[src/rtl/dmac_pkg.sv]
package dmac_pkg;

    typedef enum logic [1:0] {
        SEL_ADDR  = 2'd0,
        SEL_COUNT = 2'd1,
        SEL_CTRL  = 2'd2,
        SEL_NONE  = 2'd3
    } reg_sel_e;

    typedef enum logic [1:0] {
        ST_IDLE = 2'd0,
        ST_WAIT = 2'd1,
        ST_REQ  = 2'd2,
        ST_XFER = 2'd3
    } dma_state_e;

    localparam int CTL_GO    = 0;
    localparam int CTL_DIR   = 1;
    localparam int CTL_BURST = 2;
    localparam int CTL_IRQ   = 3;
    localparam int CTL_BUSY  = 4;

    typedef struct packed {
        logic to_dev;   // 1: memory read toward peripheral
        logic burst;    // 1: keep bus across words
    } dma_mode_t;

    function automatic logic [4:0] ctrl_word(input dma_mode_t m, input logic irq,
                                             input logic busy);
        logic [4:0] w;
        w            = '0;
        w[CTL_DIR]   = m.to_dev;
        w[CTL_BURST] = m.burst;
        w[CTL_IRQ]   = irq;
        w[CTL_BUSY]  = busy;
        return w;
    endfunction

endpackage

[src/rtl/dmac_regs.sv]
module dmac_regs
    import dmac_pkg::*;
#(
    parameter int ADDR_W = 16,
    parameter int CNT_W  = 16,
    parameter int REG_W  = 16
) (
    input  logic              clk,
    input  logic              rst,
    input  logic              cs_i,
    input  logic              wr_i,
    input  logic [1:0]        sel_i,
    input  logic [REG_W-1:0]  wdata_i,
    output logic [REG_W-1:0]  rdata_o,
    input  logic              busy_i,
    input  logic              word_done_i,
    output logic              start_o,
    output dma_mode_t         mode_o,
    output logic [ADDR_W-1:0] addr_o,
    output logic              last_o,
    output logic              irq_o
);

    localparam logic [CNT_W-1:0]  CNT_ONE  = CNT_W'(1);
    localparam logic [ADDR_W-1:0] ADDR_ONE = ADDR_W'(1);

    logic [ADDR_W-1:0] addr_q;
    logic [CNT_W-1:0]  cnt_q;
    dma_mode_t         mode_q;
    logic              irq_q;
    logic              write_hit;
    reg_sel_e          sel;

    assign sel       = reg_sel_e'(sel_i);
    assign write_hit = cs_i && wr_i && !busy_i;
    assign start_o   = write_hit && (sel == SEL_CTRL) && wdata_i[CTL_GO] && (cnt_q != '0);
    assign last_o    = (cnt_q == CNT_ONE);
    assign mode_o    = mode_q;
    assign addr_o    = addr_q;
    assign irq_o     = irq_q;

    always_ff @(posedge clk) begin
        if (rst) begin
            addr_q <= '0;
            cnt_q  <= '0;
            mode_q <= '0;
            irq_q  <= 1'b0;
        end else if (write_hit) begin
            case (sel)
                SEL_ADDR:  addr_q <= wdata_i[ADDR_W-1:0];
                SEL_COUNT: cnt_q  <= wdata_i[CNT_W-1:0];
                SEL_CTRL: begin
                    mode_q.to_dev <= wdata_i[CTL_DIR];
                    mode_q.burst  <= wdata_i[CTL_BURST];
                    irq_q         <= 1'b0;
                end
                default: ;
            endcase
        end else if (word_done_i) begin
            addr_q <= addr_q + ADDR_ONE;
            cnt_q  <= cnt_q - CNT_ONE;
            if (cnt_q == CNT_ONE) irq_q <= 1'b1;
        end
    end

    always_comb begin
        rdata_o = '0;
        if (cs_i) begin
            case (sel)
                SEL_ADDR:  rdata_o[ADDR_W-1:0] = addr_q;
                SEL_COUNT: rdata_o[CNT_W-1:0]  = cnt_q;
                SEL_CTRL:  rdata_o[4:0]        = ctrl_word(mode_q, irq_q, busy_i);
                default:   rdata_o             = '0;
            endcase
        end
    end

    // each word steps address up and count down
    a_r5_word_step: assert property (@(posedge clk) disable iff (rst)
        word_done_i |=> (addr_q == $past(addr_q) + ADDR_ONE) && (cnt_q == $past(cnt_q) - CNT_ONE));

    // last word raises the interrupt
    a_r6_irq_on_last: assert property (@(posedge clk) disable iff (rst)
        (word_done_i && last_o) |=> irq_q);

    // interrupt held until a control write
    a_r7_irq_sticky: assert property (@(posedge clk) disable iff (rst)
        (irq_q && !(cs_i && wr_i && sel == SEL_CTRL)) |=> irq_q);

    // writes while busy leave the registers alone
    a_r12_busy_lock: assert property (@(posedge clk) disable iff (rst)
        (busy_i && cs_i && wr_i && !word_done_i) |=> ($stable(addr_q) && $stable(cnt_q) && $stable(mode_q)));

endmodule

[src/rtl/dmac_fsm.sv]
module dmac_fsm
    import dmac_pkg::*;
(
    input  logic      clk,
    input  logic      rst,
    input  logic      start_i,
    input  dma_mode_t mode_i,
    input  logic      last_i,
    input  logic      dreq_i,
    input  logic      bgnt_i,
    output logic      busy_o,
    output logic      breq_o,
    output logic      dack_o,
    output logic      word_done_o
);

    dma_state_e state_q, state_d;

    always_comb begin
        state_d = state_q;
        case (state_q)
            ST_IDLE: if (start_i) state_d = ST_WAIT;
            ST_WAIT: if (dreq_i)  state_d = ST_REQ;
            ST_REQ:  if (bgnt_i)  state_d = ST_XFER;
            ST_XFER: begin
                if (!bgnt_i)                      state_d = ST_REQ;
                else if (last_i)                  state_d = ST_IDLE;
                else if (mode_i.burst && dreq_i)  state_d = ST_XFER;
                else                              state_d = ST_WAIT;
            end
            default: state_d = ST_IDLE;
        endcase
    end

    always_ff @(posedge clk) begin
        if (rst) state_q <= ST_IDLE;
        else     state_q <= state_d;
    end

    assign busy_o      = (state_q != ST_IDLE);
    assign breq_o      = (state_q == ST_REQ) || (state_q == ST_XFER);
    assign dack_o      = (state_q == ST_XFER) && bgnt_i;
    assign word_done_o = dack_o;

    // a start moves the engine out of idle
    a_r2_start_busy: assert property (@(posedge clk) disable iff (rst)
        (!busy_o && start_i) |=> busy_o);

    // acknowledge only after the bus was requested
    a_r3_ack_after_req: assert property (@(posedge clk) disable iff (rst)
        dack_o |-> $past(breq_o));

    // final word releases the bus and ends busy
    a_r6_done_release: assert property (@(posedge clk) disable iff (rst)
        (word_done_o && last_i) |=> (!breq_o && !busy_o));

    // burst keeps requesting while the peripheral asks
    a_r8_burst_hold: assert property (@(posedge clk) disable iff (rst)
        (word_done_o && mode_i.burst && dreq_i && !last_i) |=> breq_o);

    // cycle stealing hands the bus back after each word
    a_r9_steal_gap: assert property (@(posedge clk) disable iff (rst)
        (word_done_o && !mode_i.burst) |=> !breq_o);

    // no request on the bus without a peripheral request
    a_r10_recheck: assert property (@(posedge clk) disable iff (rst)
        (state_q == ST_WAIT && !dreq_i) |=> !breq_o);

endmodule

[src/rtl/dmac_top.sv]
module dmac_top
    import dmac_pkg::*;
#(
    parameter int ADDR_W = 16,
    parameter int CNT_W  = 16,
    parameter int REG_W  = 16
) (
    input  logic              clk,
    input  logic              rst,
    input  logic              cs_i,
    input  logic              wr_i,
    input  logic [1:0]        sel_i,
    input  logic [REG_W-1:0]  wdata_i,
    output logic [REG_W-1:0]  rdata_o,
    input  logic              dreq_i,
    output logic              dack_o,
    output logic              breq_o,
    input  logic              bgnt_i,
    output logic              bus_oe_o,
    output logic [ADDR_W-1:0] mem_addr_o,
    output logic              mem_wr_o,
    output logic              mem_rd_o,
    output logic              eot_irq_o
);

    logic      busy;
    logic      word_done;
    logic      start;
    logic      last;
    dma_mode_t mode;

    dmac_regs #(
        .ADDR_W (ADDR_W),
        .CNT_W  (CNT_W),
        .REG_W  (REG_W)
    ) regs_i (
        .clk         (clk),
        .rst         (rst),
        .cs_i        (cs_i),
        .wr_i        (wr_i),
        .sel_i       (sel_i),
        .wdata_i     (wdata_i),
        .rdata_o     (rdata_o),
        .busy_i      (busy),
        .word_done_i (word_done),
        .start_o     (start),
        .mode_o      (mode),
        .addr_o      (mem_addr_o),
        .last_o      (last),
        .irq_o       (eot_irq_o)
    );

    dmac_fsm fsm_i (
        .clk         (clk),
        .rst         (rst),
        .start_i     (start),
        .mode_i      (mode),
        .last_i      (last),
        .dreq_i      (dreq_i),
        .bgnt_i      (bgnt_i),
        .busy_o      (busy),
        .breq_o      (breq_o),
        .dack_o      (dack_o),
        .word_done_o (word_done)
    );

    assign bus_oe_o = breq_o && bgnt_i;
    assign mem_wr_o = word_done && !mode.to_dev;
    assign mem_rd_o = word_done &&  mode.to_dev;

    // strobes exclusive and only while the engine owns the bus
    a_r11_strobe_owned: assert property (@(posedge clk) disable iff (rst)
        (mem_wr_o || mem_rd_o) |-> (bus_oe_o && $onehot0({mem_wr_o, mem_rd_o})));

    // every strobe comes with the peripheral acknowledge
    a_r4_strobe_ack: assert property (@(posedge clk) disable iff (rst)
        (mem_wr_o || mem_rd_o) |-> dack_o);

endmodule

[config.mk]
export PLATFORM = sky130hd
export DESIGN_NAME = dmac_top
export DESIGN_NICKNAME = d
export VERILOG_FILES = /design/src/rtl/dmac_pkg.sv /design/src/rtl/dmac_regs.sv /design/src/rtl/dmac_fsm.sv /design/src/rtl/dmac_top.sv
export SDC_FILE = /design/constraint.sdc
export NUM_CORES = 1
export LEC_CHECK = 0
export BUFFER_PORTS_ARGS = -buffer_cell sky130_fd_sc_hd__buf_2
export CAP_MARGIN = 10
export CORE_ASPECT_RATIO = 0.75
export CORE_MARGIN = 2
export CORE_UTILIZATION = 58
export CTS_CLUSTER_SIZE = 28
export DETAILED_ROUTE_END_ITERATION = 12
export PLACE_DENSITY = 0.85
export SYNTH_ARGS = -nofsm -noshare
export SYNTH_HDL_FRONTEND = slang
export SYNTH_HIERARCHICAL = 1
export SYNTH_SLANG_ARGS = --single-unit
export TNS_END_PERCENT = 1
[constraint.sdc]
create_clock -name clk -period 4.85 [get_ports clk]
set_input_delay 0.485 -clock clk [delete_from_list [all_inputs] [get_ports clk]]
set_output_delay 0.485 -clock clk [all_outputs]
set_load 0.05 [all_outputs]
Yosys cells after proc, flatten, opt, wreduce, memory -nomap -nowiden

Index checks and enable logic that the tools add are counted.

Add/sub/neg operators: 2
Multiplexer cells: 20
Equal/unequal tests: 12
Reductions and logical operators: 24

Operators by type and width:

| kind                  | number |
|---|---|
| $mux 16               | 7 |
| $pmux 11 s2           | 1 |
| $add 16x1->16 const B | 1 |
| $eq 16x1->1 const B   | 1 |
| $reduce_bool 16->1    | 1 |
| $sub 16x1->16 const B | 1 |
| $pmux 5 s3            | 1 |
| $mux 2                | 6 |
| $logic_and 1x1->1     | 10 |
| $ne 2x2->1 const B    | 5 |
| $pmux 2 s4            | 1 |
| $eq 2x2->1 const B    | 3 |
| $reduce_and 2->1      | 3 |
| $reduce_and 3->1      | 2 |
| $reduce_bool 2->1     | 3 |
| $eq 2x1->1 const B    | 2 |
| $logic_not 2->1       | 2 |
| $mux 1                | 4 |
| $logic_not 1->1       | 2 |
| $ne 2x1->1 const B    | 1 |
| $logic_or 1x1->1      | 1 |

Register bits: 37
Output and inout port bits: 38
Logic and storage cells: 64
Input bits: 24

Depth between registers and ports, before layout

Gate-level depths: netlist (run 1).

Word-level depth: 8
Mapped depth: 8
Depth with buffers taken out: 8

Hierarchy

The synthesis (run 1) kept the hierarchy.

By module, submodules not included:

| module    | area each (um^2) | cells each | instances | sequential area each (um^2) |
|---|---|---|---|---|
| dmac_regs | 2474.9           | 323        | 1         | 700.7 |
| dmac_fsm  | 135.1            | 17         | 1         | 40.0 |
| dmac_top  | 22.5             | 3          | 1         | 0.0 |

Least setup slack after synthesis (run 1)

Ideal clock, no wire load.

Path type: input to output
Start: input sel_i[0]
End: output rdata_o[6]
Cell stages on the path: 4
Data required time: 4.365 ns
Setup slack: 2.325 ns
Buffers on the path: 2
Data arrival time: 2.040 ns
Cell sequence: clkbuf_1 > buf_1 > mux2i_1 > nor2_1

Longest elaborated chain between the ends: 3
Elaborated cells on any way between the ends: 4
Classes of those cells: 1 x eq/ne; 2 x mux; 1 x reduce/logical

Ends and longest elaborated chain:

| item                                                 | RTL line        | source |
|---|---|---|
| start: declaration                                   | dmac_top.sv:12  | `input logic [1:0] sel_i,` |
| $eq 2x1->1 / $logic_not 2->1 (equally long branches) | dmac_regs.sv:69 | `case (sel)` |
| $pmux 11 s2 (*)                                      | dmac_regs.sv:69 |  |
| $mux 16 (*)                                          | dmac_regs.sv:68 | `if (cs_i) begin` |
| end: declaration                                     | dmac_top.sv:14  | `output logic [REG_W-1:0] rdata_o,` |

Every way passes the cells marked *; elsewhere a longest branch is shown, timed or not.

Worst setup path in the final report (run 1)

Start: register fsm_i.state_q[1]
End: register regs_i.addr_q[8] (netlist: regs_i/addr_o[8])

Longest elaborated chain between the ends: 5
Elaborated cells on any way between the ends: 9
Classes of those cells: 2 x eq/ne; 1 x mux; 6 x reduce/logical

Ends and longest elaborated chain:

| item                                                                    | RTL line        | source |
|---|---|---|
| start: declaration                                                      | dmac_fsm.sv:17  | `dma_state_e state_q, state_d;` |
| start signal: assignment                                                | dmac_fsm.sv:37  | `else state_q <= state_d;` |
| $reduce_bool 2->1 (*)                                                   | dmac_fsm.sv:40  | `assign busy_o = (state_q != ST_IDLE);` |
| named net busy                                                          | dmac_top.sv:26  | `logic busy;` |
| $logic_not 1->1 (*)                                                     | dmac_regs.sv:35 | `assign write_hit = cs_i && wr_i && !busy_i;` |
| $logic_and 1x1->1 (*)                                                   | dmac_regs.sv:35 |  |
| $ne 2x2->1 (no source line) / $reduce_bool 2->1 (equally long branches) | -               |  |
| $reduce_and 2->1 (no source line)                                       | -               |  |
| end signal: assignment                                                  | dmac_regs.sv:50 | `SEL_ADDR: addr_q <= wdata_i[ADDR_W-1:0];` |
| end signal: assignment                                                  | dmac_regs.sv:60 | `addr_q <= addr_q + ADDR_ONE;` |
| end: declaration                                                        | dmac_regs.sv:27 | `logic [ADDR_W-1:0] addr_q;` |

Mark *: on every way through the listed nets, which the timed path passes. The rest lies on a longest branch.
A chain may end at the register's enable or synchronous reset.

==> results.cfg, run 1 <==
[status]
outcome = finished, final reports clean

[pwr]
vdd.ir_drop.worst_mv = 0.151
power_density_nw_per_um2 = 238
leakage_nw = 1.20
report.power.total_mw = 0.715

[sta]
timing.final.max_slew_violations = 0
clock-skew-final_ns = 0.00513
layout_setup_ws_ns = 1.95
finalHoldViolCount = 0
max_clock_freq_mhz = 345
total_setup_violations_reported_at_the_end_of_the_flow = 0
minimum_clock_period_after_layout_ns = 2.90
setup_tns_ns = 0
rsz_0062_raised_after_global_routing = false
worstMarginPinSlew_ns = 0.934
timing.max_slew.rel_slack_pct = 37.6
worst_hold_slack_ns = 0.453
timing.final.crit_share_pct = 59.8

[drt]
ant_nets = 0
drc_errors = 0
wirelength_um = 8500
detail_route.iter0.violations = 445
avgViaCountPerCell = 6.74
via_count = 3020
drt-pass1-iter-count = 5
detail_route.wl_per_cell_um = 19.0

[cts]
clock_tree.htree_level_count = 2
cts.sinks = 37
clk_transition_reported_paths_ns = 0.08
insertion_delay_ns = 0.29
ctsResizeCount = 0
holdBufCountCts = 0
cts-buffers-inserted = 5
clockRootBuffer = sky130_fd_sc_hd__clkbuf_8
tritoncts_clock_tree = yes
clock_path_buffers = 2
post_cts.repair.setup_buffers = 0

[finish]
fin_area_sq_um = 3000
leading_cell_type_in_the_layout_fill_and_taps_excluded = sky130_fd_sc_hd__buf_2
finish.net_count = 417
layout-drive-gt1-share_pct = 22.0
syn2layout_area_growth_pct = 13.9
utilization_pct = 67.9
commonest_cells_after_routing_fill_and_taps_aside = sky130_fd_sc_hd__buf_2 (61), sky130_fd_sc_hd__dfxtp_1 (37), sky130_fd_sc_hd__nor2_1 (34), sky130_fd_sc_hd__nand2_1 (29), sky130_fd_sc_hd__a21oi_1 (28)
fin_cells = 448
num_antenna_cells = 0

[setup_path]
crit_type = reg -> reg
critPathLaunchType = register
worstSetupEndpointType = register
worst-path-max-fanout = 25
worst_ep_arrival_time_ns = 3.09
critPathRequiredTime_ns = 5.04

[synthesis]
postSynthCellCount = 343
synth_adder_area_share_pct = 1.43
synth_top_area_cell = sky130_fd_sc_hd__dfxtp_1
synth.area.mux_share_pct = 8.84
synth_warnings = 6
post-synth-top-area-fraction_pct = 28.1
synth-simple-area-share_pct = 30.2
syn-mean-instance-area_sq_um = 7.68
synth_compound_gate_area_share_pct = 25.0
nets_in_the_synthesized_netlist = 370
number_of_synthesized_flops_with_an_enable_pin = 0
synth_area_leaders = sky130_fd_sc_hd__dfxtp_1 (28%), sky130_fd_sc_hd__mux2i_1 (8.0%), sky130_fd_sc_hd__a21oi_1 (5.3%), sky130_fd_sc_hd__nor2_1 (4.8%), sky130_fd_sc_hd__nand2_1 (4.1%)
postSynthRegisterBits = 37
syn_area_sq_um = 2630
synth-seq-area-share_pct = 28.1
ys_types = 66
dominant_combinational_cell_family_by_area_after_synthesis = simple AND/OR/NAND/NOR gates
synthArstFlopShare_pct = 0
synth_xor_area_share_pct = 0
ys_dominant_reg_cell = sky130_fd_sc_hd__dfxtp_1

[place]
placement.cell_area_sq_um = 2900
port_buffers = 61
placedCellCount = 440
post-dp-hpwl_um = 6030
place_ws_ns = 2.02
gpl.final_weighted_congestion = 0.990

[global_routing]
antenna_violations_before_repair = 0
grt_pass1_vias = 2626
grt_use_total_pct = 33.9
grt_max_degree = 36
grt_remaining_overflow = 0
grt_pass1_wl_um = 13600

[min_path]
worst_hold_path_type = in -> reg

[flow_run]
maxCapViolCount = 0

[die]
start_util_pct = 59.6
die-area_sq_um = 5100
top_level_ports = 62
die_w_um = 81.8
floorplan.rows = 21
die_h_um = 62.3
core-area_sq_um = 4410
[power by group]
group / switching, mW / leakage, nW / internal [mW]
logic: 0.0940 / 0.843 / 0.0535
clock network: 0.116 / 0.0542 / 0.129
registers: 0.0125 / 0.299 / 0.311
[flip-flops by register name, summed over array words and instances (netlist names)]
name	cells
regs_i/irq_o	1
fsm_i/state_q	2
regs_i/addr_o	16
regs_i/cnt_q	16
regs_i/mode_o	2
[kinds of logic after synthesis]
group                    Yosys count
AND/OR/NAND/NOR                  147
adder cells (fa/ha/maj)            3
buffers and inverters             35
AO/OA/AOI/OAI                     98
flip-flops                        37
multiplexers                      23
[synthesized netlist by cell type (4+ instances only)]
cell and instances:
sky130_fd_sc_hd__or4_1 5, sky130_fd_sc_hd__nand2b_1 5, sky130_fd_sc_hd__nor3_1 11, sky130_fd_sc_hd__nor2_1 34
sky130_fd_sc_hd__o211ai_1 5, sky130_fd_sc_hd__dfxtp_1 37, sky130_fd_sc_hd__nor4_1 6, sky130_fd_sc_hd__nand4_1 9
sky130_fd_sc_hd__nand2_1 29, sky130_fd_sc_hd__nand3_1 11, sky130_fd_sc_hd__o31a_1 4, sky130_fd_sc_hd__o32ai_1 4
sky130_fd_sc_hd__inv_1 13, sky130_fd_sc_hd__a21oi_1 28, sky130_fd_sc_hd__nor3b_1 4, sky130_fd_sc_hd__o21ai_0 19
sky130_fd_sc_hd__clkbuf_1 14, sky130_fd_sc_hd__and2_1 9, sky130_fd_sc_hd__mux2i_1 21
[routing by layer]
layer	track usage [%]	routed length, um	vias up
met5	0	0	-
met4	8.75	142	0
met3	11.6	1230	24
met2	49.0	3720	231
met1	48.0	3410	1382
li1	-	-	1383
[cell type report]
type	instances	area (sq um)
clock buffer	7	96.3
clock inverter	1	5.00
fill	374	1420
inverter	13	48.8
multi-input combinational	271	1720
sequential	37	741
tap	57	71.3
timing repair buffer	62	313
[critical path, cell delays in order, from the launching register on]
cell                      delay [ns]
sky130_fd_sc_hd__dfxtp_1        0.39
sky130_fd_sc_hd__or2_2          0.36
sky130_fd_sc_hd__and3b_1        0.70
sky130_fd_sc_hd__buf_4          0.40
sky130_fd_sc_hd__mux2i_1        0.56
sky130_fd_sc_hd__nor2_1         0.11
sky130_fd_sc_hd__o221a_2        0.26
[final timing paths]
kind	to	cells after the start	startpoint	slack, ns
setup / recovery	regs_i/addr_o[8]	6	fsm_i/state_q[1]	1.95
hold / removal	regs_i/mode_o[0]	3	wdata_i[2]	0.45
setup reg to reg	regs_i/addr_o[8]	6	fsm_i/state_q[1]	1.95
hold reg to reg	regs_i/irq_o	2	regs_i/irq_o	0.47
(Power assumes the default switching activity.)
==> run 2: changes to the inputs <==
--- a/config.mk
+++ b/config.mk
@@ -9,10 +9,10 @@
 export CAP_MARGIN = 10
 export CORE_ASPECT_RATIO = 0.75
 export CORE_MARGIN = 2
-export CORE_UTILIZATION = 58
+export CORE_UTILIZATION = 49
 export CTS_CLUSTER_SIZE = 28
 export DETAILED_ROUTE_END_ITERATION = 12
-export PLACE_DENSITY = 0.85
+export PLACE_DENSITY = 0.77
 export SYNTH_ARGS = -nofsm -noshare
 export SYNTH_HDL_FRONTEND = slang
 export SYNTH_HIERARCHICAL = 1
==> constraint.sdc (replaced) <==
create_clock -name clk -period 2.5 [get_ports clk]
set_input_delay 0.25 -clock clk [delete_from_list [all_inputs] [get_ports clk]]
set_output_delay 0.25 -clock clk [all_outputs]
set_load 0.05 [all_outputs]
==> results.cfg, run 2 (synthesis gave the netlist of run 1 again) <==
[global_routing]
grt_pass1_vias = 2663
grt_pass1_wl_um = 13300
grt_use_total_pct = 29.3
antenna_violations_before_repair = 0
grt_remaining_overflow = 0
grt_max_degree = 36

[setup_path]
worst_ep_arrival_time_ns = 2.41
critPathRequiredTime_ns = 2.67
cp_slowest_stage_delay_ns = 0.49
critPathLaunchType = register
crit_type = reg -> reg
cp_slowest_cell = sky130_fd_sc_hd__dfxtp_1
cp_cell_sequence = or2_2 > nand3b_1 > buf_4 > nand3_1 > o311ai_0 > o21ai_1
worst-path-max-fanout = 12
worstSetupEndpointType = register

[cts]
post_cts.repair.setup_buffers = 0
insertion_delay_ns = 0.30
clock_path_buffers = 2
clock_tree.htree_level_count = 2
clk_transition_reported_paths_ns = 0.07
cts-buffers-inserted = 5
clockRootBuffer = sky130_fd_sc_hd__clkbuf_8
cts.sinks = 37
holdBufCountCts = 0
tritoncts_clock_tree = yes

[pwr]
share_of_total_power_in_combinational_logic_pct = 21.8
cell_internal_pwr_mw = 0.933
sequentialPowerShare_pct = 46.0
power.net_switching_mw = 0.427
power_switching_share_pct = 31.4
vdd.ir_drop.worst_mv = 0.269
leakage_nw = 1.23
power_density_nw_per_um2 = 442
proportion_of_power_drawn_by_the_clock_network_pct = 32.3

[place]
post-dp-hpwl_um = 6200
gpl.final_weighted_congestion = 0.933
port_buffers = 61
placement.cell_area_sq_um = 2990

[drt]
avgViaCountPerCell = 6.33
met2_wirelength_um = 3780
topRoutingLayerUsed = met4
drt-pass1-iter-count = 7
via_count = 3001
drc_errors = 0
ant_nets = 0
detail_route.iter0.violations = 374
detail_route.wl_per_cell_um = 17.9
drt-met1-wl_um = 3550
wirelength_um = 8490
met3_length_um = 1010

[die]
die-area_sq_um = 5980
die_h_um = 67.5
die_w_um = 88.6
start_util_pct = 50.0
core-area_sq_um = 5270
top_level_ports = 62
floorplan.rows = 23

[finish]
fin_area_sq_um = 3080
commonest_cells_after_routing_fill_and_taps_aside = sky130_fd_sc_hd__buf_2 (61), sky130_fd_sc_hd__dfxtp_1 (37), sky130_fd_sc_hd__nor2_1 (34), sky130_fd_sc_hd__nand2_1 (29), sky130_fd_sc_hd__a21oi_1 (28)
leading_cell_type_in_the_layout_fill_and_taps_excluded = sky130_fd_sc_hd__buf_2
utilization_pct = 58.4
layout-drive-gt1-share_pct = 23.3
num_antenna_cells = 0
layout.filler_cells = 499
finish.net_count = 426
syn2layout_area_growth_pct = 16.8

[sta]
total_setup_violations_reported_at_the_end_of_the_flow = 0
finalHoldViolCount = 0
timing.final.crit_share_pct = 89.9
worstMarginPinSlew_ns = 0.693
max_clock_freq_mhz = 445
timing.max_slew.rel_slack_pct = 53.8
rsz_0062_raised_after_global_routing = false
clock-skew-final_ns = 0.00759
timing.final.max_slew_violations = 0
setup_tns_ns = 0
minimum_clock_period_after_layout_ns = 2.25

[flow_run]
maxCapViolCount = 0

[status]
outcome = finished, final reports clean

[min_path]
worst_hold_path_type = in -> reg
## run 2: repair_timing
action                                  4_1_cts  5_1_grt
endpoints found under the setup margin        0        1
endpoints found under the hold margin         0        0
resized for setup                             0        1
## run 2: cell type report
cell class	instances	area (sq um)	area share [%]
Inverter	13	48.8	1.59
Multi-Input combinational cell	271	1730	56.1
Clock buffer	7	86.3	2.81
Sequential cell	37	741	24.1
Timing Repair Buffer	71	380	12.4
Tap cell	75	93.8	3.05
## run 2: worst paths after layout
check / start / end / slack [ns] / depth (start not counted)
setup / recovery: fsm_i/state_q[1] / regs_i/cnt_q[13] / 0.25 / 6
hold / removal: wdata_i[2] / regs_i/mode_o[0] / 0.22 / 3
setup reg to reg: fsm_i/state_q[1] / regs_i/cnt_q[13] / 0.25 / 6
hold reg to reg: regs_i/irq_o / regs_i/irq_o / 0.48 / 2
## run 2: through the flow
step	hold slack, ns	power [mW]	setup WS (ns)	cells
3_5_place_dp	0.468	0.923	0.318	467
5_1_grt	0.229	1.41	0.120	474
2_1_floorplan	0.319	0.838	0.266	343
4_1_cts	0.211	1.35	0.289	474
6_report	0.215	1.36	0.254	474
3_3_place_gp	0.459	0.920	0.422	467
## run 2: worst max-delay path, delay by kind of cell, from the launching register on
kind | cells | cell delay, ns
simple gates | 3 | 0.81
flops | 1 | 0.49
buf+inv | 1 | 0.27
compound gates | 2 | 0.55
## run 2: metal layers
layer	vias to the layer above	GRT usage, %
met3	21	6.11
li1	1399	-
met2	202	41.6
met5	-	0
met4	0	10.0
met1	1379	43.4
## run 2: power groups by stage
stage	Clock [mW]	Sequential (mW)	Combinational [mW]
after floorplan	0	0.641	0.197
after global placement	0	0.637	0.283
after detailed placement	0	0.637	0.285
after CTS	0.441	0.624	0.288
after global routing	0.464	0.627	0.320
final	0.439	0.625	0.296
==> run 3: changes to the inputs <==
--- a/config.mk
+++ b/config.mk
@@ -9,10 +9,10 @@
 export CAP_MARGIN = 10
 export CORE_ASPECT_RATIO = 0.75
 export CORE_MARGIN = 2
-export CORE_UTILIZATION = 49
+export CORE_UTILIZATION = 42
 export CTS_CLUSTER_SIZE = 28
 export DETAILED_ROUTE_END_ITERATION = 12
-export PLACE_DENSITY = 0.77
+export PLACE_DENSITY = 0.67
 export SYNTH_ARGS = -nofsm -noshare
 export SYNTH_HDL_FRONTEND = slang
 export SYNTH_HIERARCHICAL = 1
==> results.cfg, run 3 (synthesis gave the netlist of run 1 again) <==
[sta]
total_setup_violations_reported_at_the_end_of_the_flow = 0
worst_hold_slack_ns = 0.220
layout_setup_ws_ns = 0.228
clock-skew-final_ns = 0.00406
minimum_clock_period_after_layout_ns = 2.27
max_clock_freq_mhz = 440
rsz_0062_raised_after_global_routing = false
finalHoldViolCount = 0
timing.final.max_slew_violations = 0
worstMarginPinSlew_ns = 0.683
timing.final.crit_share_pct = 90.9
timing.max_slew.rel_slack_pct = 54.3
setup_tns_ns = 0

[pwr]
vdd.ir_drop.worst_mv = 0.224
report.power.total_mw = 1.36
leakage_nw = 1.24
power_density_nw_per_um2 = 439

[finish]
finish.net_count = 427
layout-drive-gt1-share_pct = 23.5
leading_cell_type_in_the_layout_fill_and_taps_excluded = sky130_fd_sc_hd__buf_2
fin_area_sq_um = 3100
num_antenna_cells = 0
syn2layout_area_growth_pct = 17.7
commonest_cells_after_routing_fill_and_taps_aside = sky130_fd_sc_hd__buf_2 (61), sky130_fd_sc_hd__dfxtp_1 (37), sky130_fd_sc_hd__nor2_1 (34), sky130_fd_sc_hd__nand2_1 (29), sky130_fd_sc_hd__a21oi_1 (28)
utilization_pct = 52.1
fin_cells = 478

[cts]
clockRootBuffer = sky130_fd_sc_hd__clkbuf_8
ctsResizeCount = 0
post_cts.repair.setup_buffers = 0
cts.sinks = 37
clock_tree.htree_level_count = 2
tritoncts_clock_tree = yes
clk_transition_reported_paths_ns = 0.07
insertion_delay_ns = 0.29
cts-buffers-inserted = 5
clock_path_buffers = 2
holdBufCountCts = 0

[global_routing]
most_used_routing_layer_in_global_routing = met1
antenna_violations_before_repair = 0
gr-usage-met1_pct = 41.1
grt_use_total_pct = 26.7
grt_max_degree = 36
met2_usage_pct = 37.7
grt_remaining_overflow = 0
grt_pass1_vias = 2655
met3_usage_pct = 4.47
grt_pass1_wl_um = 14200

[flow_run]
maxCapViolCount = 0

[setup_path]
rr_startpoint = fsm_i/state_q[1]
critical_path_buf_inv_count = 1
worst-path-max-fanout = 23
timing.critical_path.max_delay_family = simple AND/OR/NAND/NOR gates
crit_type = reg -> reg
worst-path-stages = 6
setup.reg_to_reg.worst_slack_ns = 0.23
critPathRequiredTime_ns = 2.70
rr_worst_depth = 6
critPathLaunchType = register
worstSetupEndpointType = register
cp_cell_sequence = or2_2 > and3b_1 > buf_12 > mux2i_1 > a21oi_1 > o32ai_1
worst_r2r_endpoint = regs_i/cnt_q[14]
cp_slowest_cell = sky130_fd_sc_hd__and3b_1
worst_ep_arrival_time_ns = 2.47
cp_slowest_stage_delay_ns = 0.46

[drt]
detail_route.iter0.violations = 368
drc_errors = 0
wirelength_um = 8850
drt-pass1-iter-count = 7
detail_route.wl_per_cell_um = 18.5
ant_nets = 0
avgViaCountPerCell = 6.25
via_count = 2986

[die]
die-area_sq_um = 6920
die_w_um = 95.4
floorplan.rows = 24
top_level_ports = 62
core-area_sq_um = 5950
die_h_um = 72.6
start_util_pct = 44.3

[place]
post-dp-hpwl_um = 6600
placement.cell_area_sq_um = 3010
placedCellCount = 471
gpl.final_weighted_congestion = 0.919
port_buffers = 61
place_ws_ns = 0.281

[status]
outcome = finished, final reports clean

[min_path]
hold_end = regs_i/mode_o[0]
worst_hold_startpoint = wdata_i[2]
worst_hold_path_type = in -> reg
min_delay_path_depth = 3
==> run 3: changes by cell type in the layout (fill, tap and decap cells not counted), sizes merged <==
cell / previous run / this run
buf: 71 / 72
==> run 3: layout make-up <==
type                       count  area (sq um)
timing repair buffer          72           400
multi-input combinational    271          1720
inverter                      13          48.8
clock buffer                   7          86.3
sequential                    37           741
fill                         605          2850
tap                           78          97.6
==> run 3: per-layer routing <==
| metal | share of wire (%) | vias up |
|---|---|---|
| li1 | - | 1406 |
| met1 | 46 | 1390 |
| met2 | 43 | 173 |
| met3 | 9.7 | 17 |
| met4 | 1.5 | 0 |
| met5 | 0 | - |
==> run 3: report_power, final <==
part	internal [mW]	leakage, nW	switching (mW)	total [mW]
Sequential	0.603	0.299	0.0218	0.625
Clock	0.219	0.0443	0.212	0.431
Combinational	0.116	0.895	0.189	0.305
==> run 3: how the worst max path moves through the flow <==
stage | to | from | slack (ns)
3_5_place_dp | regs_i/cnt_q[14] | fsm_i/state_q[1] | 0.28
4_1_cts | regs_i/cnt_q[14] | fsm_i/state_q[1] | 0.25
2_1_floorplan | regs_i/addr_o[14] | regs_i/addr_o[0] | 0.27
6_report | regs_i/cnt_q[14] | fsm_i/state_q[1] | 0.23
5_1_grt | regs_i/cnt_q[9] | fsm_i/state_q[1] | 0.02
3_3_place_gp | regs_i/cnt_q[15] | fsm_i/state_q[1] | 0.39
==> run 3: worst min-delay path, stage by stage <==
cell and delay (ns):
sky130_fd_sc_hd__buf_2 0.09, sky130_fd_sc_hd__mux2i_1 0.06, sky130_fd_sc_hd__nor2_1 0.08
